$ cat src/rtl/csps_pkg.sv
package csps_pkg;

  typedef enum logic [1:0] {
    PH_IDLE  = 2'd0,
    PH_SHARE = 2'd1,
    PH_DRIVE = 2'd2
  } phase_t;

  // A strobe fall: high on the previous sample, low now.
  function automatic logic strobe_fell(input logic prev_s, input logic now_s);
    return prev_s & ~now_s;
  endfunction

  // Phase entered when a strobe fall arrives.
  function automatic phase_t phase_at_strobe(input logic len_is_zero);
    return len_is_zero ? PH_DRIVE : PH_SHARE;
  endfunction

  // Odd-column bank select for a polarity value (1 = upper bank).
  function automatic logic odd_bank_for(input logic pol);
    return ~pol;
  endfunction

endpackage

$ cat src/rtl/csps_load_edge.sv
module csps_load_edge (
  input  logic clk,
  input  logic rst_n,
  input  logic load_i,
  output logic load_fall_o
);
  import csps_pkg::*;

  logic load_q;

  always_ff @(posedge clk or negedge rst_n) begin
    if (!rst_n) load_q <= 1'b0;
    else        load_q <= load_i;
  end

  assign load_fall_o = strobe_fell(load_q, load_i);

  // a fall is reported only after a high sample followed by a low one.
  assert_fall_only_R9: assert property (@(posedge clk) disable iff (!rst_n)
    load_fall_o |-> (!load_i && $past(load_i)));

endmodule

$ cat src/rtl/csps_share_timer.sv
module csps_share_timer #(
  parameter int LEN_W = 8
) (
  input  logic             clk,
  input  logic             rst_n,
  input  logic             load_fall_i,
  input  logic [LEN_W-1:0] share_len_i,
  output logic             share_o,
  output logic             drive_valid_o
);
  import csps_pkg::*;

  localparam logic [LEN_W-1:0] ONE = LEN_W'(1);

  phase_t           phase;
  logic [LEN_W-1:0] remain;
  logic             len_zero;
  logic             share_last;

  assign len_zero   = (share_len_i == '0);
  assign share_last = (phase == PH_SHARE) && (remain <= ONE) && !load_fall_i;

  always_ff @(posedge clk or negedge rst_n) begin
    if (!rst_n) begin
      phase  <= PH_IDLE;
      remain <= '0;
    end else if (load_fall_i) begin
      phase  <= phase_at_strobe(len_zero);
      remain <= share_len_i;
    end else if (phase == PH_SHARE) begin
      if (remain <= ONE) phase <= PH_DRIVE;
      if (remain != '0)  remain <= remain - ONE;
    end
  end

  assign share_o       = (phase == PH_SHARE);
  assign drive_valid_o = (phase == PH_DRIVE);

  assert_start_share_R2: assert property (@(posedge clk) disable iff (!rst_n)
    (load_fall_i && share_len_i != '0) |=> share_o);

  assert_share_holds_R2: assert property (@(posedge clk) disable iff (!rst_n)
    (share_o && remain > ONE && !load_fall_i) |=> share_o);

  assert_share_ends_R3: assert property (@(posedge clk) disable iff (!rst_n)
    share_last |=> drive_valid_o);

  assert_drive_holds_R3: assert property (@(posedge clk) disable iff (!rst_n)
    (drive_valid_o && !load_fall_i) |=> drive_valid_o);

  assert_exclusive_R3: assert property (@(posedge clk) disable iff (!rst_n)
    !(share_o && drive_valid_o));

  assert_zero_skip_R4: assert property (@(posedge clk) disable iff (!rst_n)
    (load_fall_i && share_len_i == '0) |=> (drive_valid_o && !share_o));

  assert_restart_R8: assert property (@(posedge clk) disable iff (!rst_n)
    load_fall_i |=> remain == $past(share_len_i));

  assert_count_down_R10: assert property (@(posedge clk) disable iff (!rst_n)
    (share_o && !load_fall_i) |=> remain == $past(remain) - ONE);

endmodule

$ cat src/rtl/csps_bank_sel.sv
module csps_bank_sel (
  input  logic clk,
  input  logic rst_n,
  input  logic load_fall_i,
  input  logic pol_i,
  output logic odd_upper_o,
  output logic even_upper_o
);
  import csps_pkg::*;

  logic odd_q;

  always_ff @(posedge clk or negedge rst_n) begin
    if (!rst_n)           odd_q <= 1'b1;
    else if (load_fall_i) odd_q <= odd_bank_for(pol_i);
  end

  assign odd_upper_o  = odd_q;
  assign even_upper_o = ~odd_q;

  // the selects follow the polarity sampled at the fall.
  assert_bank_follow_R5: assert property (@(posedge clk) disable iff (!rst_n)
    load_fall_i |=> (odd_upper_o == !$past(pol_i) && even_upper_o == $past(pol_i)));

  assert_bank_hold_R7: assert property (@(posedge clk) disable iff (!rst_n)
    !load_fall_i |=> $stable(odd_upper_o));

  assert_bank_split_R6: assert property (@(posedge clk) disable iff (!rst_n)
    odd_upper_o != even_upper_o);

endmodule

$ cat src/rtl/charge_share_seq.sv
module charge_share_seq #(
  parameter int LEN_W = 8
) (
  input  logic             clk,
  input  logic             rst_n,
  input  logic             load_i,
  input  logic             pol_i,
  input  logic [LEN_W-1:0] share_len_i,
  output logic             share_o,
  output logic             drive_valid_o,
  output logic             odd_upper_o,
  output logic             even_upper_o
);

  logic load_fall;

  csps_load_edge u_edge (
    .clk         (clk),
    .rst_n       (rst_n),
    .load_i      (load_i),
    .load_fall_o (load_fall)
  );

  csps_share_timer #(.LEN_W(LEN_W)) u_timer (
    .clk           (clk),
    .rst_n         (rst_n),
    .load_fall_i   (load_fall),
    .share_len_i   (share_len_i),
    .share_o       (share_o),
    .drive_valid_o (drive_valid_o)
  );

  csps_bank_sel u_bank (
    .clk          (clk),
    .rst_n        (rst_n),
    .load_fall_i  (load_fall),
    .pol_i        (pol_i),
    .odd_upper_o  (odd_upper_o),
    .even_upper_o (even_upper_o)
  );

  // the phase outputs stay idle after reset until a strobe fall.
  assert_idle_after_reset_R1: assert property (@(posedge clk) disable iff (!rst_n)
    (!share_o && !drive_valid_o && !load_fall) |=> !share_o);

endmodule

$ cat config.mk
export PLATFORM = sky130hd
export DESIGN_NAME = charge_share_seq
export DESIGN_NICKNAME = d
export VERILOG_FILES = /design/src/rtl/csps_pkg.sv /design/src/rtl/csps_load_edge.sv /design/src/rtl/csps_share_timer.sv /design/src/rtl/csps_bank_sel.sv /design/src/rtl/charge_share_seq.sv
export SDC_FILE = /design/constraint.sdc
export NUM_CORES = 1
export LEC_CHECK = 0
export ABC_AREA = 1
export BUFFER_PORTS_ARGS = -buffer_cell sky130_fd_sc_hd__buf_2
export CAP_MARGIN = 0
export CORE_MARGIN = 5
export CORE_UTILIZATION = 52
export DETAILED_ROUTE_END_ITERATION = 10
export PLACE_DENSITY = 0.84
export SYNTH_ARGS = -nofsm -noshare
export SYNTH_HDL_FRONTEND = slang
export SYNTH_SLANG_ARGS = --single-unit
$ cat constraint.sdc
create_clock -name clk -period 1.9 [get_ports clk]
set_clock_uncertainty 0.15 [all_clocks]
set_input_delay 0.285 -clock clk [delete_from_list [all_inputs] [get_ports clk]]
set_output_delay 0.285 -clock clk [all_outputs]
set_load 0.02 [all_outputs]
# Word level (Yosys, flattened, before mapping)
# Cells that the tools add are included.
op_classes:
  n_addsub: 1
  order_cmp: 1
  eq_ne: 2
  mux: 7
  n_bitwise: 4
  reduce_logical: 7
ops:
  columns: ["op", "count"]
  rows:
  - ["$mux W8", 3]
  - ["$le A8 B1 Y1 const B", 1]
  - ["$logic_not A8 Y1", 1]
  - ["$mux W2", 4]
  - ["$reduce_bool A8 Y1", 1]
  - ["$sub A8 B1 Y8 const B", 1]
  - ["$reduce_bool A2 Y1", 3]
  - ["$reduce_and A2 Y1", 2]
  - ["$not A1 Y1", 3]
  - ["$eq A2 B1 Y1 const B", 1]
  - ["$eq A2 B2 Y1 const B", 1]
  - ["$and A1 B1 Y1", 1]
totals:
  register_bits: 12
  elab_cells: 26

# Depth between registers and ports, before layout
# Gate-level depths: netlist (run 1).
logic_depth:
  depth_word: 4
  depth_mapped: 9
  ltp_nobuf: 9

# By module
# From an unflattened synthesis (run 1), not the netlist that was laid out.
unflattened:
  cells_unflattened: 116
  area_unflattened_um2: 808.3
by_module_without_submodules:
  columns: ["module", "instances", "cells_per_inst", "area_each_um2"]
  rows:
  - ["csps_share_timer", 1, 106, 724.4]
  - ["csps_bank_sel", 1, 7, 48.8]
  - ["csps_load_edge", 1, 3, 35.0]

# Worst setup path after synthesis (run 1)
# No wires, ideal clock.
synth_timing:
  kind: "register -> register"
  from: "reg u_timer.remain[0]"
  to: "reg u_timer.remain[2]"
  setup_time_ns: 0.119
  arrival_ns: 1.112
  t_required_ns: 1.631
  setup_slack_ns: 0.519
  stages_incl_launch_ff: 8
  path_buffers: 0
  period_less_slack_ns: 1.381
  cell_sequence: "dfrtp_1 > inv_1 > ha_1 > nand2_2 > o21ai_4 > nand2_4 > o21ai_1 > nand2_1"
synth_via:
  elab_chain_cells: 4
  elab_cells_between_ends: 7
  classes_between: "1 x add/sub; 3 x mux; 3 x reduce/logical"
synth_rtl:
  columns: ["element", "line", "source"]
  rows:
  - ["start: declaration", "csps_share_timer.sv:16", "logic [LEN_W-1:0] remain;"]
  - ["start signal: assignment", "csps_share_timer.sv:29", "remain <= share_len_i;"]
  - ["start signal: assignment", "csps_share_timer.sv:32", "if (remain != '0) remain <= remain - ONE;"]
  - ["$sub A8 B1 Y8", "csps_share_timer.sv:32", null]
  - ["$mux W8", "csps_share_timer.sv:32", null]
  - ["$mux W8", "csps_share_timer.sv:30", "end else if (phase == PH_SHARE) begin"]
  - ["$mux W8", "csps_share_timer.sv:27", "end else if (load_fall_i) begin"]
# Parallel ways exist; a longest one is shown, timed or not. The select of a mux whose other input is x is not followed.
# A chain may end at the register's enable or synchronous reset.

# Worst setup path after layout (run 1)
layout_timing:
  from: "in load_i"
  to: "reg u_timer.remain[6]"
layout_via:
  elab_chain_cells: 4
  elab_cells_between_ends: 6
  classes_between: "1 x mux; 2 x bitwise; 3 x reduce/logical"
layout_rtl:
  columns: ["element", "line", "source"]
  rows:
  - ["start: declaration", "charge_share_seq.sv:6", "input logic load_i,"]
  - ["$not A1 Y1 *", "csps_pkg.sv:11", "return prev_s & ~now_s;"]
  - ["$and A1 B1 Y1 *", "csps_pkg.sv:11", null]
  - ["$reduce_bool A2 Y1 (no source line)", null, null]
  - ["$reduce_and A2 Y1 (no source line)", null, null]
# Every way passes the cells marked *; elsewhere a longest branch is shown, timed or not.

==> impl_results.md, run 1 <==
* CTS H-tree depth at 1
* Leakage power at approximately 0.00051 uW
* Setup_tns at 0 ns
* Die width at 49.3 um
* Root Buffer: clkbuf_4
* Syn. warnings at 0
* Dominant cell by count in the synthesized netlist: nand2_1
* WP data arrival at 1.73 ns
* Final Hold Fails at 0
* Synth unique cells at 20
* Crit path max fanout at 11
* Worst Max-Slew Pin Slew at a little under 0.4 ns
* Antenna viol nets, final at 0
* Fin. max-slew vios at 0
* Share of the synthesized area in the top cell type at between 30% and 40%
* Die H at 49.3 um
* Port Buffers at 15
* Share of post-route cells with drive strength above 1 at roughly 21%
* Largest net degree at the start of global routing at 13
* R2r setup slk at ~0.37 ns
* Via count at just under 800
* Final setup viols at 0
* Die area at around 0.0024 mm2
* Num rows at 14
* Cells after synthesis at 119
* Hold Path Sink: u_timer.remain[5]$_DFFE_PN0P_
* Flops & latches, synth at 12
* Status: completed
* Worst hold path type: in2reg
* Global route overflow at 0
* Skew-Pair Late Insertion Delay at around 0.27 ns
* CTS tree: built
* Area growth, synth to finish at 19.8%
* Worst reg2reg path depth at 8
* Relative slew slack at around three quarters
* Drt initial violations at 30
* Max_cap viols at 0
* Worst hold start: share_len_i[5]
* Final Core Density at 64.6%
* Post-synth net total at ~130
* Setup crit start kind: input port
* Initial antenna violation count at 0
* Min Clock Period, post-route at roughly 1.7 ns
* Synth top cells by count: 41 x nand2_1, 16 x nor2_1, 12 x inv_1
* Core box area at 0.00149 mm2
* Total setup buffers inserted after CTS at 0
* Pre-antenna DRT Iters at 4
* Power Dens Cells at about 1300 mW/mm2
* Total Wirelength at 1700 um
* TritonCTS buffer count at 3
* Maximum VDD drop at 0.000738 V
* RR Startpoint: u_timer.remain[0]$_DFFE_PN0P_
* Final net count at 156
* # IOs at 16
* RSZ-0062 raised after global routing: no
* Vias in the first global route at ~660
* Primary FF master, synth: dfrtp_1
* Worst Setup End Kind: flip-flop
* Synthesized area per cell at just under 7 um2
* Async SR Flop Fraction at 100%
* GP Congestion at just over 0.8
* Clk slew on worst S/H paths at around 0.08 ns
* Crit share post-route at around nine tenths
* Largest area contributor in the netlist: dfrtp_1
* Register area share after synthesis at 37.5%
* Hold Buf Count CTS at 3
* Min-Delay Path Depth at 3
* DR vias/cell at between 5 and 6
* Synthesized area at between 800 and 900 um2
* DP HPWL at 1300 um
* Fmax achieved at ~580 MHz
* First-pass GRT wire length at between 2000 and 3000 um
* Reg-to-reg endpoint: u_timer.phase[1]$_DFFE_PN0P_
* EDFF count, synth at 0
* GRT Total Usage at roughly 15%
* N_diodes at 0
* Worst path required time at between 1.5 and 2 ns
* Clock sink total at 12
* DRC viols at 0
* Synth top area cells: dfrtp_1 34%, nand2_1 19%, nor2_1 7.5%
* CP Class: in2reg
* CTS max path bufs at 2
* Post-CTS sizing at 0
* Starting Density at around 54%
* Wirelength per Cell at ~11 um
worst max-delay path by stage:
stage / from / end / slack [ns]
after floorplan: u_timer.remain[0]$_DFFE_PN0P_ / u_timer.remain[2]$_DFFE_PN0P_ / 0.52
after global placement: u_timer.remain[4]$_DFFE_PN0P_ / u_timer.remain[2]$_DFFE_PN0P_ / 0.42
after detailed placement: u_timer.remain[0]$_DFFE_PN0P_ / u_timer.remain[2]$_DFFE_PN0P_ / 0.39
after CTS: load_i / u_timer.remain[6]$_DFFE_PN0P_ / 0.19
after global routing: load_i / u_timer.remain[6]$_DFFE_PN0P_ / 0.11
final: load_i / u_timer.remain[6]$_DFFE_PN0P_ / 0.19
placed cells by master (no fill, tap or decap), types with 2 or more instances in the layout:
cell	Yosys	final
buf_2	2	15
clkbuf_4	0	3
dfrtp_1	11	11
dlygate4sd3_1	0	3
ha_1	3	3
inv_1	12	12
inv_2	2	2
nand2_1	41	41
nand3_1	10	10
nand4_1	2	2
nor2_1	16	16
o21ai_0	4	4
o21ai_1	7	7
report_power, final:
| group | total (uW) | switching [uW] | leakage [uW] | internal [uW] |
|---|---|---|---|---|
| registers | 452 | 103 | 0.000144 | 349 |
| logic | 609 | 382 | 0.000348 | 226 |
| clock network | 204 | 87.4 | 0.0000210 | 116 |
| total | 1260 | 573 | 0.000513 | 692 |
flip-flops by register name (all words and copies together), names as in the netlist:
signal	cells
u_edge.load_q	1
u_bank.odd_upper_o	1
u_timer.phase	2
u_timer.remain	8
kinds of logic after synthesis:
group | share of synthesized area, %
buffers and inverters | 7.79
adder cells (fa/ha/maj) | 4.67
flip-flops | 37.5
AND/OR/NAND/NOR | 41.1
AO/OA/AOI/OAI | 8.88
cell type report:
type                            instances  area (um2)
Fill cell                             135         527
Multi-Input combinational cell         91         439
Sequential cell                        12         302
Timing Repair Buffer                   19         113
Inverter                               14        52.6
Clock buffer                            4        36.3
Tap cell                               16        20.0
metal layers:
layer / global-route usage (%) / up-vias / part of all wire (%)
met5: 0 / - / 0
met4: 6.73 / 0 / 1.7
met3: 2.75 / 4 / 3.8
met2: 21.7 / 19 / 44
met1: 20.5 / 352 / 50
li1: - / 418 / -
through the flow:
stage               hold WS [ns]  std cells  worst slack, ns  instance area [um2]  power, uW
global placement          0.0264        149            0.423                  896       1040
detailed placement        0.0303        149            0.389                  896       1060
CTS                        0.103        156            0.189                  962       1270
global route               0.118        156            0.106                  962       1390
finish                     0.107        156            0.187                  962       1260
floorplan                 -0.161        119            0.519                  803        917
worst max-delay path: stages:
cell	delay (ns)
dlygate4sd3_1	0.53
buf_2	0.13
nor2_1	0.12
inv_1	0.20
or2_2	0.33
nand3_1	0.08
nand2_1	0.06
Power figures use the tool's default switching activity.
==> run 2, diff against run 1 <==
==> constraint.sdc (replaced) <==
create_clock -name clk -period 1.8 [get_ports clk]
set_clock_uncertainty 0.15 [all_clocks]
set_input_delay 0.27 -clock clk [delete_from_list [all_inputs] [get_ports clk]]
set_output_delay 0.27 -clock clk [all_outputs]
set_load 0.02 [all_outputs]
==> run 2 against run 1 <==
Via count rose by 0.50%. Cell count unchanged. Register-to-register slack got worse by 0.11 ns. Non-clock buffer count is the same. Critical path depth did not move. Design area is 1.0% lower. Critical path type unchanged. Largest cell class unchanged. Highest routed layer unchanged.
==> impl_results.md, run 2 (same netlist as run 1, synthesis figures left out) <==
* TritonCTS buffer count at 3
* Total setup buffers inserted after CTS at 0
* Root Buffer: clkbuf_4
* First-pass GRT wire length at around 3200 um
* Max_cap viols at 0
* Clk slew on worst S/H paths at 0.07 ns
* Fin. max-slew vios at 0
* Relative slew slack at 80.7%
* Die area at 0.00243 mm2
* DR vias/cell at 5.11
* Worst hold path type: in2reg
* Setup_tns at 0 ns
* Placed Cells incl. Taps at between 100 and 150
* Global route overflow at 0
* Min Clock Period, post-route at roughly 1.7 ns
* Wirelength per Cell at about 11 um
* GP Congestion at approximately 0.84
* Power Total at between 1000 and 1500 uW
* Crit path max fanout at 11
* Skew-Pair Late Insertion Delay at between 0.2 and 0.3 ns
* Final setup viols at 0
* Num rows at 14
* Die H at a little under 50 um
* CTS max path bufs at 2
* Largest net degree at the start of global routing at 13
* CTS H-tree depth at 1
* WP data arrival at around 1.7 ns
* GRT Total Usage at between 10% and 20%
* N_diodes at 0
* Top reg by flops: u_timer.remain
* Pre-antenna DRT Iters at 4
* Status: completed
* DRC viols at 0
* Via count at between 700 and 800
* Worst Setup End Kind: flip-flop
* Sequential cell area at between 300 and 400 um2
* Area growth, synth to finish at 18.5%
* Setup crit start kind: input port
* Worst path required time at ~1.8 ns
* Final net count at 156
* RSZ-0062 raised after global routing: no
* Clock sink total at 12
* Initial antenna violation count at 0
* Drt initial violations at 24
* Regs by FF count: u_timer.remain x8, u_timer.phase x2
* Die width at 49.3 um
* Maximum VDD drop at 0.000829 V
* Multi-input logic area at roughly 440 um2
* Cell Area, Placed at approximately 900 um2
* Vias in the first global route at between 700 and 800
* Total Wirelength at around 1800 um
* DP HPWL at roughly 1300 um
* Power Dens Cells at 1370 mW/mm2
* Most common cell after layout, fill and taps aside: nand2_1
* Antenna viol nets, final at 0
* Worst Max-Slew Pin Slew at ~0.29 ns
* Core box area at about 0.0015 mm2
* Crit share post-route at a little over 90%
* Starting Density at between 50% and 60%
* Fmax achieved at approximately 600 MHz
* CP Class: in2reg
* Final Core Density at 63.9%
* Final Hold Fails at 0
* Port Buffers at 15
* Largest register FFs at 8
* Non-Filler Instances at about 160
* Most frequent cells in the layout: 41 x nand2_1, 16 x nor2_1, 15 x buf_2
* # IOs at 16
* Layout fillers at 130
* CTS tree: built
* Share of post-route cells with drive strength above 1 at between 20 and 25%
* Leakage power at between 0.0005 and 0.0006 uW
* Post-route cell area at roughly 950 um2
run 2: cell counts in the layout (fill, tap and decap cells not counted):
Identical to the previous run, type by type.
run 2: path summary, 6_finish.rpt:
check / slack [ns] / startpoint / end / cells after the start
worst max-delay path: 0.13 / load_i / u_timer.remain[6]$_DFFE_PN0P_ / 7
worst min-delay path: 0.09 / share_len_i[7] / u_timer.remain[7]$_DFFE_PN0P_ / 3
worst max register to register: 0.26 / u_timer.remain[1]$_DFFE_PN0P_ / u_timer.remain[6]$_DFFE_PN0P_ / 7
worst min register to register: 0.33 / u_bank.odd_upper_o$_DFFE_PN1P_ / u_bank.odd_upper_o$_DFFE_PN1P_ / 2
max in group asynchronous: 0.97 / rst_n / u_bank.odd_upper_o$_DFFE_PN1P_ / 2
min in group asynchronous: 0.24 / rst_n / u_edge.load_q$_DFF_PN0_ / 2
run 2: timing repair:
item,in CTS,in global routing
setup endpoints to repair,0,1
hold buffers,3,0
endpoints found under the hold margin,14,0
resized for setup,0,1
run 2: critical path, cell delays in order:
cell and delay [ns]:
dlygate4sd3_1 0.54, buf_2 0.13, nor2_1 0.17, inv_2 0.14
or2_2 0.29, nand3_1 0.08, nand2_1 0.05
run 2: layout make-up:
class	count	share of cell area [%]
Clock buffer	4	2.76
Inverter	14	5.52
Multi-Input combinational cell	91	46.1
Sequential cell	12	31.7
Tap cell	16	2.10
Timing Repair Buffer	19	11.8
run 2: routing by layer:
layer  global-route usage, %  share of wire, %  wire (um)
met1                    21.4                47        825
met2                    26.2                50        884
met3                    3.06               2.3         41
met4                    5.83               1.1         19
met5                       0                 0          0
run 2: power breakdown:
part / internal, uW / switching (uW)
sequential: 369 / 106
combinational: 242 / 411
clock: 85.9 / 91.1
total: 697 / 608
run 2: per-stage QoR:
| step | hold WS, ns | setup slack [ns] |
|---|---|---|
| global route | 0.107 | 0.0779 |
| finish | 0.0930 | 0.126 |
| detailed placement | 0.0167 | 0.304 |
| CTS | 0.0940 | 0.0745 |
| floorplan | -0.176 | 0.419 |
| global placement | 0.0107 | 0.318 |
==> run 3, diff against run 2 <==
--- a/config.mk
+++ b/config.mk
@@ -12,6 +12,7 @@
 export CORE_UTILIZATION = 52
 export DETAILED_ROUTE_END_ITERATION = 10
 export PLACE_DENSITY = 0.84
+export REMOVE_ABC_BUFFERS = 1
 export SYNTH_ARGS = -nofsm -noshare
 export SYNTH_HDL_FRONTEND = slang
 export SYNTH_SLANG_ARGS = --single-unit
==> run 3 against run 2 <==
The flow now finishes with violations (negative hold slack). Via count up 1.1%. Maximum frequency down 1.9%. Count of clock-buffer cells in the layout unchanged. Sequential power about the same. Setup slack worse by 0.033 ns. Register-to-register slack about the same. Sequential share of layout area unchanged. Non-clock buffer count down 1. Power up 2.4%. Flip-flop and latch count unchanged. Critical path type unchanged.
==> impl_results.md, run 3 (same netlist as run 1, synthesis figures left out) <==
* Global route overflow at 0
* Post-CTS sizing at 0
* Regs by FF count: u_timer.remain x8, u_timer.phase x2
* Status: finished with violations
* Core box area at about 0.0015 mm2
* Maximum VDD drop at ~0.00064 V
* N_diodes at 0
* Area growth, synth to finish at 18.5%
* Worst Setup End Kind: flip-flop
* DR vias/cell at between 5 and 6
* DP Worst Slack at 0.275 ns
* RSZ-0062 raised after global routing: no
* Flop pwr share at between 30% and 40%
* P_int at 728 uW
* Port Buffers at 15
* Starting Density at between 50% and 60%
* Share of post-route cells with drive strength above 1 at a little over a fifth
* Worst Max-Slew Pin Slew at 0.388 ns
* DP HPWL at 1390 um
* Largest net degree at the start of global routing at 13
* Worst Hold Slack at -0.000206 ns
* CTS max path bufs at 2
* Relative slew slack at around three quarters
* Met3 wire len at 55 um
* Num rows at 14
* Max_cap viols at 0
* Pre-antenna DRT Iters at 4
* DRC viols at 0
* Crit share post-route at between 90% and 100%
* Total Wirelength at about 1800 um
* Crit path max fanout at 11
* Clk slew on worst S/H paths at roughly 0.070 ns
* Comb power frac at about half
* Top reg by flops: u_timer.remain
* Via count at ~810
* Worst hold path type: in2reg
* WP data arrival at about 1.7 ns
* Vias in the first global route at around 750
* # IOs at 16
* Sw Ratio at a little under half
* Fmax achieved at a little under 600 MHz
* Final Hold Fails at 1
* Fin worst setup slack at 0.0930 ns
* Setup crit start kind: input port
* CTS tree: built
* TritonCTS buffer count at 3
* Total setup buffers inserted after CTS at 0
* Leakage power at 0.000509 uW
* Failing checks: negative hold slack
* Final net count at roughly 160
* Initial antenna violation count at 0
* Layout fillers at ~150
* Setup_tns at 0 ns
* Largest register FFs at 8
* NetSw at 608 uW
* Antenna viol nets, final at 0
* Power Dens Cells at between 1000 and 1500 mW/mm2
* Wirelength per Cell at approximately 11 um
* Metal2 WL at between 800 and 900 um
* Die H at between 40 and 50 um
* GP Congestion at about 0.81
* Highest metal used: met4
* CP Class: in2reg
* Met1 wire length at between 800 and 900 um
* CTS H-tree depth at 1
* Final setup viols at 0
* Root Buffer: clkbuf_4
* Clock Power Share at 16.2%
* Worst path required time at approximately 1.8 ns
* Fin. max-slew vios at 0
* Final Core Density at a little under two thirds
* Clock sink total at 12
* Die width at 49.3 um
* First-pass GRT wire length at about 3100 um
* Min Clock Period, post-route at 1.71 ns
* Drt initial violations at 18
* GRT Total Usage at roughly 16%
* Power Total at ~1300 uW
* Most frequent cells in the layout: 41 x nand2_1, 16 x nor2_1, 15 x buf_2
* Skew-Pair Late Insertion Delay at around 0.28 ns
* Most common cell after layout, fill and taps aside: nand2_1
* Die area at approximately 0.0024 mm2
==> run 3: cell types whose count changed in the layout (fill, tap and decap cells not counted) <==
cell | previous run | this run
inv_2 | 3 | 2
clkbuf_8 | 0 | 1
inv_1 | 11 | 12
dlygate4sd3_1 | 3 | 2
clkbuf_1 | 1 | 0
==> run 3: power groups by stage <==
stage                     clock network [uW]  registers (uW)  logic [uW]
after floorplan                            0             457         509
final                                    217             475         644
after detailed placement                   0             479         639
after CTS                                217             473         649
after global placement                     0             473         620
after global routing                     238             490         750
==> run 3: final timing paths <==
| kind | from | to | slack, ns | cells after the start |
|---|---|---|---|---|
| min in group asynchronous | rst_n | u_timer.remain[5]$_DFFE_PN0P_ | 0.24 | 2 |
| max in group asynchronous | rst_n | u_bank.odd_upper_o$_DFFE_PN1P_ | 0.99 | 2 |
| max | load_i | u_timer.remain[6]$_DFFE_PN0P_ | 0.09 | 7 |
| min reg2reg | u_bank.odd_upper_o$_DFFE_PN1P_ | u_bank.odd_upper_o$_DFFE_PN1P_ | 0.36 | 2 |
| max reg2reg | u_timer.remain[0]$_DFFE_PN0P_ | u_timer.remain[0]$_DFFE_PN0P_ | 0.27 | 7 |
| min | pol_i | u_bank.odd_upper_o$_DFFE_PN1P_ | -0.0002 | 2 |
==> run 3: area by class of cell <==
type                    count  area (um2)  area share (%)
inverters                  14        52.6            5.52
well taps                  16        20.0            2.10
flip-flops and latches     12         302            31.7
multi-input cells          91         439            46.1
repair buffers             18         103            10.8
clock buffers               4        36.3            3.81
==> run 3: worst max-delay path, cell delays in order <==
cell and delay, ns:
dlygate4sd3_1 0.54, buf_2 0.13, nor2_1 0.12, inv_1 0.20
or2_2 0.33, nand3_1 0.09, nand2_1 0.05
==> run 3: per-layer routing <==
layer | vias to the layer above | global-route usage (%)
met5 | - | 0
met1 | 367 | 20.5
li1 | 418 | -
met3 | 5 | 2.14
met2 | 16 | 26.4
met4 | 0 | 6.73
==> run 3: metrics by stage <==
stage / cell area (um2) / instances
6_report: 952 / 155
5_1_grt: 952 / 155
4_1_cts: 952 / 155
3_5_place_dp: 896 / 149
3_3_place_gp: 896 / 149
2_1_floorplan: 793 / 117
==> run 3: timing repair <==
item	in CTS	in global routing
hold buffers	2	0
endpoints found under the hold margin	13	0
endpoints found under the setup margin	0	0
